--- src/rtl/sfe_pkg.sv ---
`timescale 1ns/1ps
package sfe_pkg;
  localparam int DATA_W   = 8;
  localparam int NUM_REGS = 8;
  localparam int ADDR_W   = $clog2(NUM_REGS);
  localparam int NUM_SRC  = 2;

  typedef enum logic [ADDR_W-1:0] {
    OFF_DATA  = 3'd0,
    OFF_IEN   = 3'd1,
    OFF_IDENT = 3'd2,
    OFF_LCTL  = 3'd3,
    OFF_MCTL  = 3'd4,
    OFF_LSTAT = 3'd5,
    OFF_MSTAT = 3'd6,
    OFF_SCR   = 3'd7
  } reg_off_e;

  // interrupt source index doubles as the enable bit position
  localparam int SRC_RX = 0;
  localparam int SRC_TX = 1;

  localparam int LCTL_DLAB = 7;
  localparam int LST_DR    = 0;
  localparam int LST_THRE  = 5;
  localparam int LST_TEMT  = 6;

  localparam logic [DATA_W-1:0] MCTL_KEY  = 8'h1A;
  localparam logic [DATA_W-1:0] MCTL_ECHO = 8'h9A;

  typedef struct packed {
    logic any_rd;
    logic data_rd;
    logic data_wr;
    logic ien_wr;
    logic lctl_wr;
    logic mctl_wr;
  } bus_op_t;
endpackage

--- src/rtl/sfe_bus_decode.sv ---
`timescale 1ns/1ps
module sfe_bus_decode
  import sfe_pkg::*;
(
  input  logic [ADDR_W-1:0] addr_i,
  input  logic              rd_i,
  input  logic              wr_i,
  input  logic              dlab_i,
  output bus_op_t           op_o
);
  // write wins when both strobes are present
  always_comb begin
    op_o = '0;
    if (wr_i) begin
      case (reg_off_e'(addr_i))
        OFF_DATA: op_o.data_wr = !dlab_i;
        OFF_IEN:  op_o.ien_wr  = !dlab_i;
        OFF_LCTL: op_o.lctl_wr = 1'b1;
        OFF_MCTL: op_o.mctl_wr = 1'b1;
        default:  ;
      endcase
    end else if (rd_i) begin
      op_o.any_rd  = 1'b1;
      op_o.data_rd = (reg_off_e'(addr_i) == OFF_DATA) && !dlab_i;
    end
  end
endmodule

--- src/rtl/sfe_defer_timer.sv ---
`timescale 1ns/1ps
module sfe_defer_timer #(
  parameter int INTERVAL = 450
) (
  input  logic clk,
  input  logic rst,
  input  logic start_i,
  input  logic cancel_i,
  input  logic enable_i,
  output logic fire_o
);
  localparam int CNT_W = $clog2(INTERVAL + 1);
  localparam logic [CNT_W-1:0] RELOAD = CNT_W'(INTERVAL - 1);

  logic             running;
  logic [CNT_W-1:0] cnt;

  // cancel beats start, start (reload) beats expiry
  always_ff @(posedge clk) begin
    if (rst) begin
      running <= 1'b0;
      cnt     <= '0;
    end else if (cancel_i) begin
      running <= 1'b0;
      cnt     <= '0;
    end else if (start_i) begin
      running <= 1'b1;
      cnt     <= RELOAD;
    end else if (running) begin
      if (cnt == '0) running <= 1'b0;
      else           cnt     <= cnt - 1'b1;
    end
  end

  assign fire_o = running && (cnt == '0) && enable_i && !cancel_i && !start_i;

  AST_TMR_RELOAD: assert property (@(posedge clk) disable iff (rst) (start_i && !cancel_i) |=> (running && cnt == RELOAD)) else $error("timer reload");
  AST_TMR_CANCEL: assert property (@(posedge clk) disable iff (rst) cancel_i |=> !running) else $error("timer cancel");
endmodule

--- src/rtl/sfe_read_port.sv ---
`timescale 1ns/1ps
module sfe_read_port #(
  parameter int NUM_REGS = 8,
  parameter int DATA_W   = 8
) (
  input  logic                             clk,
  input  logic                             rst,
  input  logic                             rd_i,
  input  logic [$clog2(NUM_REGS)-1:0]      addr_i,
  input  logic [NUM_REGS-1:0][DATA_W-1:0]  vals_i,
  output logic [DATA_W-1:0]                rdata_o
);
  always_ff @(posedge clk) begin
    if (rst)       rdata_o <= '0;
    else if (rd_i) rdata_o <= vals_i[addr_i];
  end

  AST_RD_HOLD: assert property (@(posedge clk) disable iff (rst) !rd_i |=> $stable(rdata_o)) else $error("read data moved");
endmodule

--- src/rtl/sfe_serial_regs.sv ---
`timescale 1ns/1ps
module sfe_serial_regs
  import sfe_pkg::*;
#(
  parameter int DEFER_CYCLES = 450
) (
  input  logic              clk,
  input  logic              rst,
  input  logic [ADDR_W-1:0] bus_addr,
  input  logic              bus_rd,
  input  logic              bus_wr,
  input  logic [DATA_W-1:0] bus_wdata,
  output logic [DATA_W-1:0] bus_rdata,
  input  logic              rx_valid,
  input  logic [DATA_W-1:0] rx_data,
  output logic              rx_ready,
  output logic              tx_valid,
  output logic [DATA_W-1:0] tx_data,
  output logic              irq
);
  logic [DATA_W-1:0]  lctl, mctl;
  logic [NUM_SRC-1:0] ien, pend, pend_nx;
  logic [NUM_SRC-1:0] src_start, src_cancel, src_clear, src_fire;
  logic               rd_follow, rx_valid_q, rx_arrive, dlab;
  bus_op_t            op;
  logic [NUM_REGS-1:0][DATA_W-1:0] rd_vals;

  assign dlab      = lctl[LCTL_DLAB];
  assign rx_arrive = rx_valid && !rx_valid_q;
  assign rx_ready  = op.data_rd;

  sfe_bus_decode u_dec (
    .addr_i (bus_addr),
    .rd_i   (bus_rd),
    .wr_i   (bus_wr),
    .dlab_i (dlab),
    .op_o   (op)
  );

  // trigger, cancel and clear conditions per source
  always_comb begin
    src_start[SRC_RX]  = (op.ien_wr && bus_wdata[SRC_RX] && rx_valid)
                       || (rd_follow && ien[SRC_RX] && rx_valid)
                       || (rx_arrive && ien[SRC_RX]);
    src_cancel[SRC_RX] = op.ien_wr && !(bus_wdata[SRC_RX] && rx_valid);
    src_clear[SRC_RX]  = op.data_rd || src_cancel[SRC_RX];

    src_start[SRC_TX]  = (op.ien_wr && bus_wdata[SRC_TX]) || (op.data_wr && ien[SRC_TX]);
    src_cancel[SRC_TX] = op.ien_wr && !bus_wdata[SRC_TX];
    src_clear[SRC_TX]  = op.data_wr || src_cancel[SRC_TX];
  end

  for (genvar s = 0; s < NUM_SRC; s++) begin : g_src
    sfe_defer_timer #(.INTERVAL(DEFER_CYCLES)) u_tmr (
      .clk      (clk),
      .rst      (rst),
      .start_i  (src_start[s]),
      .cancel_i (src_cancel[s]),
      .enable_i (ien[s]),
      .fire_o   (src_fire[s])
    );
  end

  // clear has priority over a same-cycle expiry
  always_comb begin
    for (int s = 0; s < NUM_SRC; s++) begin
      if (src_clear[s])     pend_nx[s] = 1'b0;
      else if (src_fire[s]) pend_nx[s] = 1'b1;
      else                  pend_nx[s] = pend[s];
    end
  end

  always_ff @(posedge clk) begin
    if (rst) begin
      lctl       <= '0;
      mctl       <= '0;
      ien        <= '0;
      pend       <= '0;
      irq        <= 1'b0;
      tx_valid   <= 1'b0;
      tx_data    <= '0;
      rd_follow  <= 1'b0;
      rx_valid_q <= 1'b0;
    end else begin
      if (op.lctl_wr) lctl <= bus_wdata;
      if (op.mctl_wr && bus_wdata == MCTL_KEY) mctl <= MCTL_ECHO;
      if (op.ien_wr) ien <= bus_wdata[NUM_SRC-1:0];
      pend       <= pend_nx;
      irq        <= |pend_nx;
      tx_valid   <= op.data_wr;
      if (op.data_wr) tx_data <= bus_wdata;
      rd_follow  <= op.data_rd;
      rx_valid_q <= rx_valid;
    end
  end

  // synthetic read values
  always_comb begin
    rd_vals = '0;
    rd_vals[OFF_DATA]  = (!dlab && rx_valid) ? rx_data : '0;
    rd_vals[OFF_IEN]   = dlab ? '0 : DATA_W'(ien);
    rd_vals[OFF_IDENT] = (|pend) ? 8'h00 : 8'h01;
    rd_vals[OFF_LCTL]  = lctl;
    rd_vals[OFF_MCTL]  = mctl;
    rd_vals[OFF_LSTAT][LST_DR]   = rx_valid;
    rd_vals[OFF_LSTAT][LST_THRE] = 1'b1;
    rd_vals[OFF_LSTAT][LST_TEMT] = 1'b1;
  end

  sfe_read_port #(.NUM_REGS(NUM_REGS), .DATA_W(DATA_W)) u_rdp (
    .clk     (clk),
    .rst     (rst),
    .rd_i    (op.any_rd),
    .addr_i  (bus_addr),
    .vals_i  (rd_vals),
    .rdata_o (bus_rdata)
  );

  AST_TX_SEND: assert property (@(posedge clk) disable iff (rst) op.data_wr |=> (tx_valid && tx_data == $past(bus_wdata))) else $error("tx send");
  AST_DLAB_NO_TX: assert property (@(posedge clk) disable iff (rst) (bus_wr && bus_addr == OFF_DATA && dlab) |=> !tx_valid) else $error("dlab tx");
  AST_RX_READ_CLR: assert property (@(posedge clk) disable iff (rst) op.data_rd |=> !pend[SRC_RX]) else $error("rx clear");
  AST_RX_PEND_EN: assert property (@(posedge clk) disable iff (rst) pend[SRC_RX] |-> ien[SRC_RX]) else $error("rx pend without enable");
  AST_TX_PEND_EN: assert property (@(posedge clk) disable iff (rst) pend[SRC_TX] |-> ien[SRC_TX]) else $error("tx pend without enable");
endmodule

--- config.mk ---
export PLATFORM = sky130hd
export DESIGN_NAME = sfe_serial_regs
export DESIGN_NICKNAME = d
export VERILOG_FILES = /design/src/rtl/sfe_pkg.sv /design/src/rtl/sfe_bus_decode.sv /design/src/rtl/sfe_defer_timer.sv /design/src/rtl/sfe_read_port.sv /design/src/rtl/sfe_serial_regs.sv
export SDC_FILE = /design/constraint.sdc
export NUM_CORES = 1
export LEC_CHECK = 0
export ABC_AREA = 1
export BUFFER_PORTS_ARGS = -buffer_cell sky130_fd_sc_hd__buf_2
export CAP_MARGIN = 40
export CORE_MARGIN = 10
export CORE_UTILIZATION = 45
export CTS_CLUSTER_SIZE = 10
export DETAILED_ROUTE_END_ITERATION = 12
export PLACE_DENSITY = 0.66
export SYNTH_ARGS = -nofsm -noshare
export SYNTH_HDL_FRONTEND = slang
export SYNTH_SLANG_ARGS = --single-unit
export TNS_END_PERCENT = 30
--- constraint.sdc ---
create_clock -name clk -period 2.4 [get_ports clk]
set_input_delay 0.48 -clock clk [delete_from_list [all_inputs] [get_ports clk]]
set_output_delay 0.48 -clock clk [all_outputs]
set_load 0.01 [all_outputs]
==> flow_summary_export.csv, run 1 <==
group,metric,value,unit
run_status,outcome,"finished clean",
routing,drt-pass1-iter-count,4,
setup_path,crit_fanout,10,
timing,finClkSkew,0.0140,ns
clocking,clk_path_buf_depth,2,
setup_path,r2r-start,"g_src[0].u_tmr.cnt[0]",
place,gp_congestion,0.811,
floorplanning,placementRows,27,
logic_synthesis,synthXorXnorAreaFrac,0.705,%
logic_synthesis,syn_inst,357,
place,place_ws,0.594,ns
pwr,peakVddDrop,0.324,mV
floorplanning,ioPinCount,43,
logic_synthesis,synth_top_family_by_area,"simple AND/OR/NAND/NOR gates",
routing,vias_per_cell,4.92,
logic_synthesis,synthesis.nets,383,
floorplanning,die_y,94.3,um
setup_path,rrSetupSlack,0.86,ns
floorplanning,die_w,94.3,um
timing,layout_setup_ws,0.584,ns
routing,final_antenna_net_count,0,
place,dp_hpwl,4.49,mm
worst_hold_path,hp-class,"primary input to register",
setup_path,rr_worst_depth,10,
routing,vias,2347,
logic_synthesis,synth-seq-cells,53,
logic_synthesis,synth_fa_ha_area_share,1.01,%
cells_and_area,antenna_cells,0,
logic_synthesis,yosys-top-cells-count,"81 x nand2_1, 53 x dfxtp_1, 51 x inv_1, 38 x nor2_1, 29 x a21oi_1",
timing,period_share,75.6,%
timing,max_slew_margin,74.1,%
pwr,power.density,562,nW/um^2
timing,rsz0062_at_grt,"no",
pwr,p_leak,1.35,nW
setup_path,cp-start-kind,"primary input",
logic_synthesis,synth_edf_count,0,
clocking,cts_inserted_buffers,5,
cells_and_area,layout.area.seq,1060,sq um
grt,global_route.overflow_total,0,
grt,antenna_found_initial,0,
setup_path,r2r_end,"g_src[0].u_tmr.cnt[2]",
timing,slew_viol_final,0,
worst_hold_path,hold_depth,3,
floorplanning,core,5440,sq um
floorplanning,initial_utilization,45.7,%
logic_synthesis,ys_seq_area_share,42.7,%
logic_synthesis,ys.flop_type,"dfxtp_1",
logic_synthesis,syn_area_per_cell,6.96,sq um
timing,fin_crit,1.82,ns
setup_path,crit_arrival,1.34,ns
clocking,postCtsSetupRepairBufs,0,
floorplanning,die_area,8900,sq um
worst_hold_path,holdCritStartpoint,"bus_wdata[5]",
routing,wl,5.84,mm
cells_and_area,synthToLayoutAreaGrowth,15.5,%
routing,routedWlPerCell,12.2,um
timing,setup_viol,0,
logic_synthesis,synth_cell_type_count,27,
timing,max_slew.worst_pin.slew,0.386,ns
clocking,clock_latency,0.31,ns
logic_synthesis,synth_top_area_cell,"dfxtp_1",
grt,grt_max_degree,20,
timing,fin_tns_setup,0,ns
worst_hold_path,holdPathEnd,"tx_data[5]",
clocking,cts_hold_buf,0,
grt,grt_pass1_wl,10.0,mm
grt,grt_pass1_vias,2209,
clocking,cts.sinks,53,
flow_run,timing.max_cap.violations,0,
clocking,tritoncts,"done",
setup_path,crit_type,"primary input to output port",
place,io_buffers,42,
cells_and_area,fill_cells,565,
setup_path,endpoint_kind,"output port",
logic_synthesis,synth_top_cell_area_share,42.7,%
routing,drt_iter0_markers,81,
logic_synthesis,muxShareOfSynthArea,0,%
logic_synthesis,async_flop_share,0,%
routing,drc,0,
logic_synthesis,yosys-top-cells-area,"dfxtp_1 43%, nand2_1 12%, inv_1 7.7%",
logic_synthesis,synth-simple-area-share,32.4,%
timing,hold_viol_final,0,
timing,fmax,0.551,GHz
clocking,cts_max_level,2,
logic_synthesis,ys_warn_count,0,
cells_and_area,layout-drive-gt1-share,18.3,%
setup_path,critical_path_required,1.92,ns
clocking,clkSlewWorstSetupHoldPaths,0.11,ns
clocking,cts-resized-gates,0,
cells_and_area,finalNetCount,430,
clocking,root_buffer,"clkbuf_8",
logic_synthesis,synth-compound-area-share,13.8,%
logic_synthesis,synth_area,2490,sq um
grt,grt.total_usage,13.5,%
logic_synthesis,yosysMostFrequentCell,"nand2_1",
cells_and_area,multiInputGateArea,1190,sq um
-- report_power, final --
| group | internal (W) | switching (W) | leakage (nW) | total [W] |
|---|---|---|---|---|
| clock network | 0.000218 | 0.000329 | 0.0495 | 0.000547 |
| registers | 0.000899 | 0.0000100 | 0.429 | 0.000909 |
| logic | 0.0000546 | 0.000104 | 0.868 | 0.000159 |
| total | 0.00117 | 0.000443 | 1.35 | 0.00161 |
-- layout by cell type (no fill, tap or decap), types with 2 or more instances in the layout --
| master | n |
|---|---|
| buf_2 | 42 |
| a31oi_1 | 6 |
| nor2_1 | 38 |
| nor2_4 | 3 |
| inv_1 | 51 |
| inv_2 | 3 |
| nand3_1 | 25 |
| xor2_1 | 2 |
| nand4_1 | 8 |
| nand2_4 | 2 |
| clkbuf_8 | 5 |
| nand2_1 | 81 |
| o21ai_0 | 28 |
| nor2_2 | 3 |
| nand2_2 | 6 |
| ha_1 | 2 |
| dfxtp_1 | 53 |
| nand3_2 | 3 |
| nor3_1 | 3 |
| nor4_1 | 2 |
| buf_4 | 2 |
| inv_6 | 3 |
| a21oi_1 | 29 |
-- routing by layer --
layer | global-route usage [%] | wire length, um | up-vias
met5 | 0 | 0 | -
met2 | 22.4 | 2770 | 46
met1 | 16.9 | 2770 | 1048
met3 | 4.12 | 259 | 5
li1 | - | - | 1248
met4 | 2.66 | 46 | 0
-- worst max-delay path by stage --
stage,start,to,cells past startpoint,slack [ns]
floorplan,bus_wr,rx_ready,3,0.89
global placement,bus_wr,rx_ready,5,0.67
detailed placement,bus_wr,rx_ready,5,0.59
CTS,bus_wr,rx_ready,5,0.59
global route,bus_wr,rx_ready,5,0.49
finish,bus_wr,rx_ready,5,0.58
-- state kept, by name, indices dropped and copies added (netlist names) --
name,flops
g_src.u_tmr.cnt,18
lctl,8
tx_data,8
u_rdp.rdata_o,8
g_src.u_tmr.running,2
ien,2
pend,2
irq,1
mctl,1
rd_follow,1
rx_valid_q,1
tx_valid,1
-- layout make-up --
class	instances	area share, %
clock buffer	5	2.40
clock inverter	3	0.915
inverter	55	7.28
multi-input combinational	245	41.5
sequential	53	37.0
tap	72	3.14
timing repair buffer	44	7.85
-- worst max-delay path, stage by stage --
cell and delay [ns]:
buf_2 0.09, inv_1 0.14, nand2_1 0.24, nor2_1 0.21
buf_2 0.16
-- per-stage QoR --
step / total power, W / util (%) / instances / cell area, sq um / hold WS (ns)
2_1_floorplan: 0.00103 / - / 357 / 2490 / 0.424
3_5_place_dp: 0.00109 / 51.0 / 469 / 2780 / 0.439
3_3_place_gp: 0.00109 / 51.0 / 469 / 2780 / 0.437
6_report: 0.00161 / 52.8 / 477 / 2870 / 0.425
5_1_grt: 0.00169 / 52.8 / 477 / 2870 / 0.433
4_1_cts: 0.00163 / 52.8 / 477 / 2870 / 0.418
-- cells by family (layout without fill, tap and decap cells) --
family / after synthesis / in the layout
AOI/OAI and AO/OA: 65 / 65
xor gates and xnor gates: 2 / 2
adders and majority gates: 2 / 2
buffers and inverters: 59 / 107
DFF: 53 / 53
and+or+nand+nor: 176 / 176
Note: power is estimated with default switching activity, not from simulation.
==> run 2, diff against run 1 <==
==> constraint.sdc (replaced) <==
create_clock -name clk -period 1.9 [get_ports clk]
set_input_delay 0.38 -clock clk [delete_from_list [all_inputs] [get_ports clk]]
set_output_delay 0.38 -clock clk [all_outputs]
set_load 0.01 [all_outputs]
==> flow_summary_export.csv, run 2 (synthesis results as in run 1) <==
group,metric,value,unit
run_status,outcome,"finished clean",
cells_and_area,fill_cells,555,
worst_hold_path,hp-class,"primary input to register",
grt,grt_max_degree,19,
clocking,tritoncts,"done",
setup_path,endpoint_kind,"output port",
routing,vias,2352,
place,io_buffers,42,
timing,setup_viol,0,
cells_and_area,multiInputGateArea,1190,sq um
flow_run,timing.max_cap.violations,0,
place,gp_congestion,0.830,
cells_and_area,synthToLayoutAreaGrowth,15.5,%
floorplanning,initial_utilization,45.7,%
grt,global_route.overflow_total,0,
timing,fin_tns_setup,0,ns
cells_and_area,mostFrequentLayoutCell,"nand2_1",
place,placed_area,2780,sq um
routing,drc,0,
setup_path,crit_arrival,1.21,ns
timing,period_share,83.8,%
routing,vias_per_cell,4.93,
clocking,postCtsSetupRepairBufs,0,
cells_and_area,finalNetCount,430,
cells_and_area,layout_common_cells,"81 x nand2_1, 53 x dfxtp_1, 51 x inv_1",
grt,grt_pass1_wl,9.65,mm
setup_path,crit_fanout,10,
cells_and_area,layout-drive-gt1-share,18.3,%
timing,hold_viol_final,0,
routing,drt-pass1-iter-count,5,
clocking,cts_inserted_buffers,5,
timing,max_slew.worst_pin.slew,0.326,ns
setup_path,critical_path_required,1.52,ns
routing,wl,5.74,mm
grt,grt.total_usage,13.0,%
floorplanning,core,5440,sq um
timing,rsz0062_at_grt,"no",
clocking,cts_max_level,2,
routing,final_antenna_net_count,0,
place,dp_hpwl,4.41,mm
clocking,clock_latency,0.30,ns
cells_and_area,stdcell_area,2870,sq um
clocking,cts.sinks,53,
pwr,peakVddDrop,0.425,mV
timing,fin_crit,1.59,ns
cells_and_area,antenna_cells,0,
setup_path,crit_type,"primary input to output port",
cells_and_area,top_register,"g_src.u_tmr.cnt",
timing,finClkSkew,0.00555,ns
clocking,cts_hold_buf,0,
floorplanning,die_w,94.3,um
floorplanning,die_area,8900,sq um
timing,holdWs,0.332,ns
floorplanning,ioPinCount,43,
pwr,p_leak,1.35,nW
cells_and_area,layout.area.seq,1060,sq um
timing,fmax,0.628,GHz
grt,antenna_found_initial,0,
timing,slew_viol_final,0,
floorplanning,die_y,94.3,um
clocking,cts-resized-gates,0,
floorplanning,placementRows,27,
clocking,clk_path_buf_depth,2,
cells_and_area,largest_register_ffs,18,
setup_path,cp-start-kind,"primary input",
clocking,clkSlewWorstSetupHoldPaths,0.10,ns
grt,grt_pass1_vias,2145,
timing,max_slew_margin,78.2,%
routing,drt_iter0_markers,109,
pwr,power.density,702,nW/um^2
routing,routedWlPerCell,12.0,um
clocking,root_buffer,"clkbuf_8",
[run 2: metal layers]
layer / vias up / wire length, um / global-route usage [%]
met5: - / 0 / 0
met4: 0 / 62 / 3.04
met3: 6 / 266 / 3.73
met2: 51 / 2740 / 21.3
met1: 1053 / 2670 / 16.4
li1: 1242 / - / -
[run 2: power breakdown]
group | switching (W) | internal (W) | total [W]
sequential | 0.0000125 | 0.00113 | 0.00115
clock | 0.000397 | 0.000270 | 0.000666
combinational | 0.000133 | 0.0000690 | 0.000202
total | 0.000542 | 0.00147 | 0.00202
[run 2: area by class of cell]
cell class                      instances  area share, %
Inverter                               55           7.28
Timing Repair Buffer                   44           7.85
Tap cell                               72           3.14
Clock buffer                            5           2.40
Clock inverter                          3          0.915
Sequential cell                        53           37.0
Multi-Input combinational cell        245           41.5
[run 2: worst max-delay path, stage by stage]
cell     delay [ns]
buf_2          0.10
inv_1          0.13
nand2_1        0.24
nor2_1         0.20
buf_2          0.16
[run 2: through the flow]
| stage | worst slack, ns | total power [W] | cells | util (%) |
|---|---|---|---|---|
| after floorplan | 0.568 | 0.00130 | 357 | - |
| after global placement | 0.357 | 0.00137 | 469 | 51.0 |
| after detailed placement | 0.322 | 0.00138 | 469 | 51.0 |
| after CTS | 0.311 | 0.00204 | 477 | 52.8 |
| after global routing | 0.196 | 0.00211 | 477 | 52.8 |
| final | 0.308 | 0.00202 | 477 | 52.8 |
[run 2: path summary, 6_finish.rpt]
check / startpoint / end / slack, ns / depth (start not counted)
setup / recovery: bus_wr / rx_ready / 0.31 / 5
hold / removal: bus_wdata[5] / tx_data[5] / 0.33 / 3
setup reg to reg: g_src[1].u_tmr.cnt[0] / g_src[1].u_tmr.cnt[1] / 0.39 / 10
hold reg to reg: lctl[1] / lctl[1] / 0.45 / 2
==> run 3, diff against run 2 <==
--- a/config.mk
+++ b/config.mk
@@ -12,7 +12,7 @@
 export CORE_UTILIZATION = 45
 export CTS_CLUSTER_SIZE = 10
 export DETAILED_ROUTE_END_ITERATION = 12
-export PLACE_DENSITY = 0.66
+export PLACE_DENSITY = 0.69
 export SYNTH_ARGS = -nofsm -noshare
 export SYNTH_HDL_FRONTEND = slang
 export SYNTH_SLANG_ARGS = --single-unit
==> constraint.sdc (replaced) <==
create_clock -name clk -period 1.3 [get_ports clk]
set_input_delay 0.26 -clock clk [delete_from_list [all_inputs] [get_ports clk]]
set_output_delay 0.26 -clock clk [all_outputs]
set_load 0.01 [all_outputs]
==> flow_summary_export.csv, run 3 (synthesis results as in run 1) <==
group,metric,value,unit
run_status,outcome,"finished with violations",
run_status,violations,"setup timing",
clocking,cts_inserted_buffers,5,
cells_and_area,finalNetCount,469,
timing,hold_viol_final,0,
routing,final_antenna_net_count,0,
worst_hold_path,hp-class,"primary input to register",
worst_hold_path,holdPathEnd,"tx_data[5]",
timing,fin_tns_setup,-0.330,ns
clocking,clk_path_buf_depth,2,
routing,drt_iter0_markers,74,
grt,grt.total_usage,15.1,%
routing,vias_per_cell,5.08,
routing,wl,6.78,mm
setup_path,r2r_end,"g_src[0].u_tmr.cnt[2]",
place,io_buffers,42,
floorplanning,core,5440,sq um
grt,antenna_found_initial,0,
pwr,sw_frac_of_total,26.7,%
grt,global_route.overflow_total,0,
floorplanning,placementRows,27,
setup_path,crit_arrival,1.63,ns
timing,fin_crit,1.39,ns
cells_and_area,largest_register_ffs,18,
setup_path,rr_worst_depth,10,
cells_and_area,top_register,"g_src.u_tmr.cnt",
timing,finClkSkew,0.00449,ns
pwr,pwr-share-seq,55.9,%
routing,routedWlPerCell,13.1,um
grt,grt_pass1_vias,2569,
setup_path,crit_type,"register to register",
grt,grt_pass1_wl,11.1,mm
timing,holdWs,0.205,ns
pwr,switching_power,0.000802,W
pwr,p_leak,1.56,nW
timing,fmax,0.718,GHz
cells_and_area,mostFrequentLayoutCell,"nand2_1",
routing,drt-pass1-iter-count,4,
timing,rsz0062_at_grt,"yes",
clocking,cts_max_level,2,
timing,setup_viol,10,
cells_and_area,layout-drive-gt1-share,34.2,%
setup_path,endpoint_kind,"register",
clocking,root_buffer,"clkbuf_8",
timing,layout_setup_ws,-0.0926,ns
clocking,cts_hold_buf,0,
cells_and_area,synthToLayoutAreaGrowth,34.9,%
clocking,cts.sinks,53,
floorplanning,ioPinCount,43,
floorplanning,die_y,94.3,um
clocking,clock_latency,0.30,ns
timing,max_slew_margin,77.0,%
setup_path,crit_fanout,8,
worst_hold_path,holdCritStartpoint,"bus_wdata[5]",
setup_path,cp-start-kind,"register",
clocking,clkSlewWorstSetupHoldPaths,0.10,ns
timing,period_share,107,%
flow_run,timing.max_cap.violations,0,
place,gp_congestion,0.861,
routing,vias,2621,
clocking,tritoncts,"done",
pwr,peakVddDrop,0.695,mV
cells_and_area,layout_common_cells,"76 x nand2_1, 48 x dfxtp_1, 45 x inv_1",
place,dp_hpwl,4.79,mm
floorplanning,die_area,8900,sq um
timing,slew_viol_final,0,
cells_and_area,antenna_cells,0,
timing,max_slew.worst_pin.slew,0.345,ns
floorplanning,initial_utilization,45.7,%
routing,drc,0,
place,place_ws,-0.0840,ns
setup_path,rrSetupSlack,-0.09,ns
pwr,cellInternalPower,0.00220,W
pwr,power.density,895,nW/um^2
setup_path,critical_path_required,1.54,ns
worst_hold_path,hold_depth,3,
pwr,p_comb_share,13.0,%
grt,grt_max_degree,19,
pwr,clkPwrFrac,31.1,%
floorplanning,die_w,94.3,um
setup_path,r2r-start,"g_src[0].u_tmr.cnt[0]",
==> run 3: power by group through the flow <==
stage	clock (W)	combinational, W	sequential (W)
5_1_grt	0.00103	0.000435	0.00168
4_1_cts	0.000981	0.000367	0.00168
3_3_place_gp	0	0.000339	0.00171
2_1_floorplan	0	0.000179	0.00172
6_report	0.000934	0.000391	0.00168
3_5_place_dp	0	0.000341	0.00172
==> run 3: layout make-up <==
cell class              count  area (sq um)
well taps                  72          90.1
fillers                   474          2090
inverters                  55           219
clock inverters             3          21.3
repair buffers             82           510
flip-flops and latches     53          1070
clock buffers               5          68.8
multi-input cells         246          1370
==> run 3: metrics by stage <==
stage	cell area (sq um)	std cells	total power, W	util [%]
2_1_floorplan	2510	357	0.00190	-
3_3_place_gp	2990	494	0.00205	54.9
3_5_place_dp	2990	494	0.00206	54.9
4_1_cts	3230	515	0.00302	59.4
5_1_grt	3350	516	0.00315	61.7
6_report	3350	516	0.00300	61.7
==> run 3: per-layer routing <==
metal	wire, um	vias to the layer above	track usage, %	share of wire, %
met5	0	-	0	0
li1	-	1326	-	-
met2	3430	68	26.3	51
met4	132	0	5.70	1.9
met3	414	13	5.00	6.1
met1	2810	1214	16.7	41
==> run 3: how the worst max path moves through the flow <==
stage                                     start                    end  cells after the start  slack [ns]
after detailed placement  g_src[1].u_tmr.cnt[1]  g_src[1].u_tmr.cnt[1]                     10       -0.08
after global routing      g_src[0].u_tmr.cnt[0]                    irq                     10       -0.18
after floorplan           g_src[1].u_tmr.cnt[0]  g_src[1].u_tmr.cnt[1]                     10      -0.004
final                     g_src[0].u_tmr.cnt[0]  g_src[0].u_tmr.cnt[2]                     10       -0.09
after global placement    g_src[0].u_tmr.cnt[1]  g_src[0].u_tmr.cnt[2]                     10       -0.06
after CTS                               lctl[7]               rx_ready                      4       -0.04
==> run 3: worst max-delay path: stages, from the launching register on <==
cell and delay (ns):
dfxtp_2 0.33, inv_2 0.07, ha_4 0.15, nand2_4 0.05
nor2_4 0.14, nand3_4 0.14, nand2_8 0.13, inv_8 0.05
nand2_1 0.06, nand2_1 0.08, a21oi_2 0.13
==> run 3: timing repair <==
action,4_1_cts,5_1_grt
endpoints found under the setup margin,19,31
buffers inserted,12,1
resized for setup,20,31
gates cloned,1,0
pin swaps,11,11
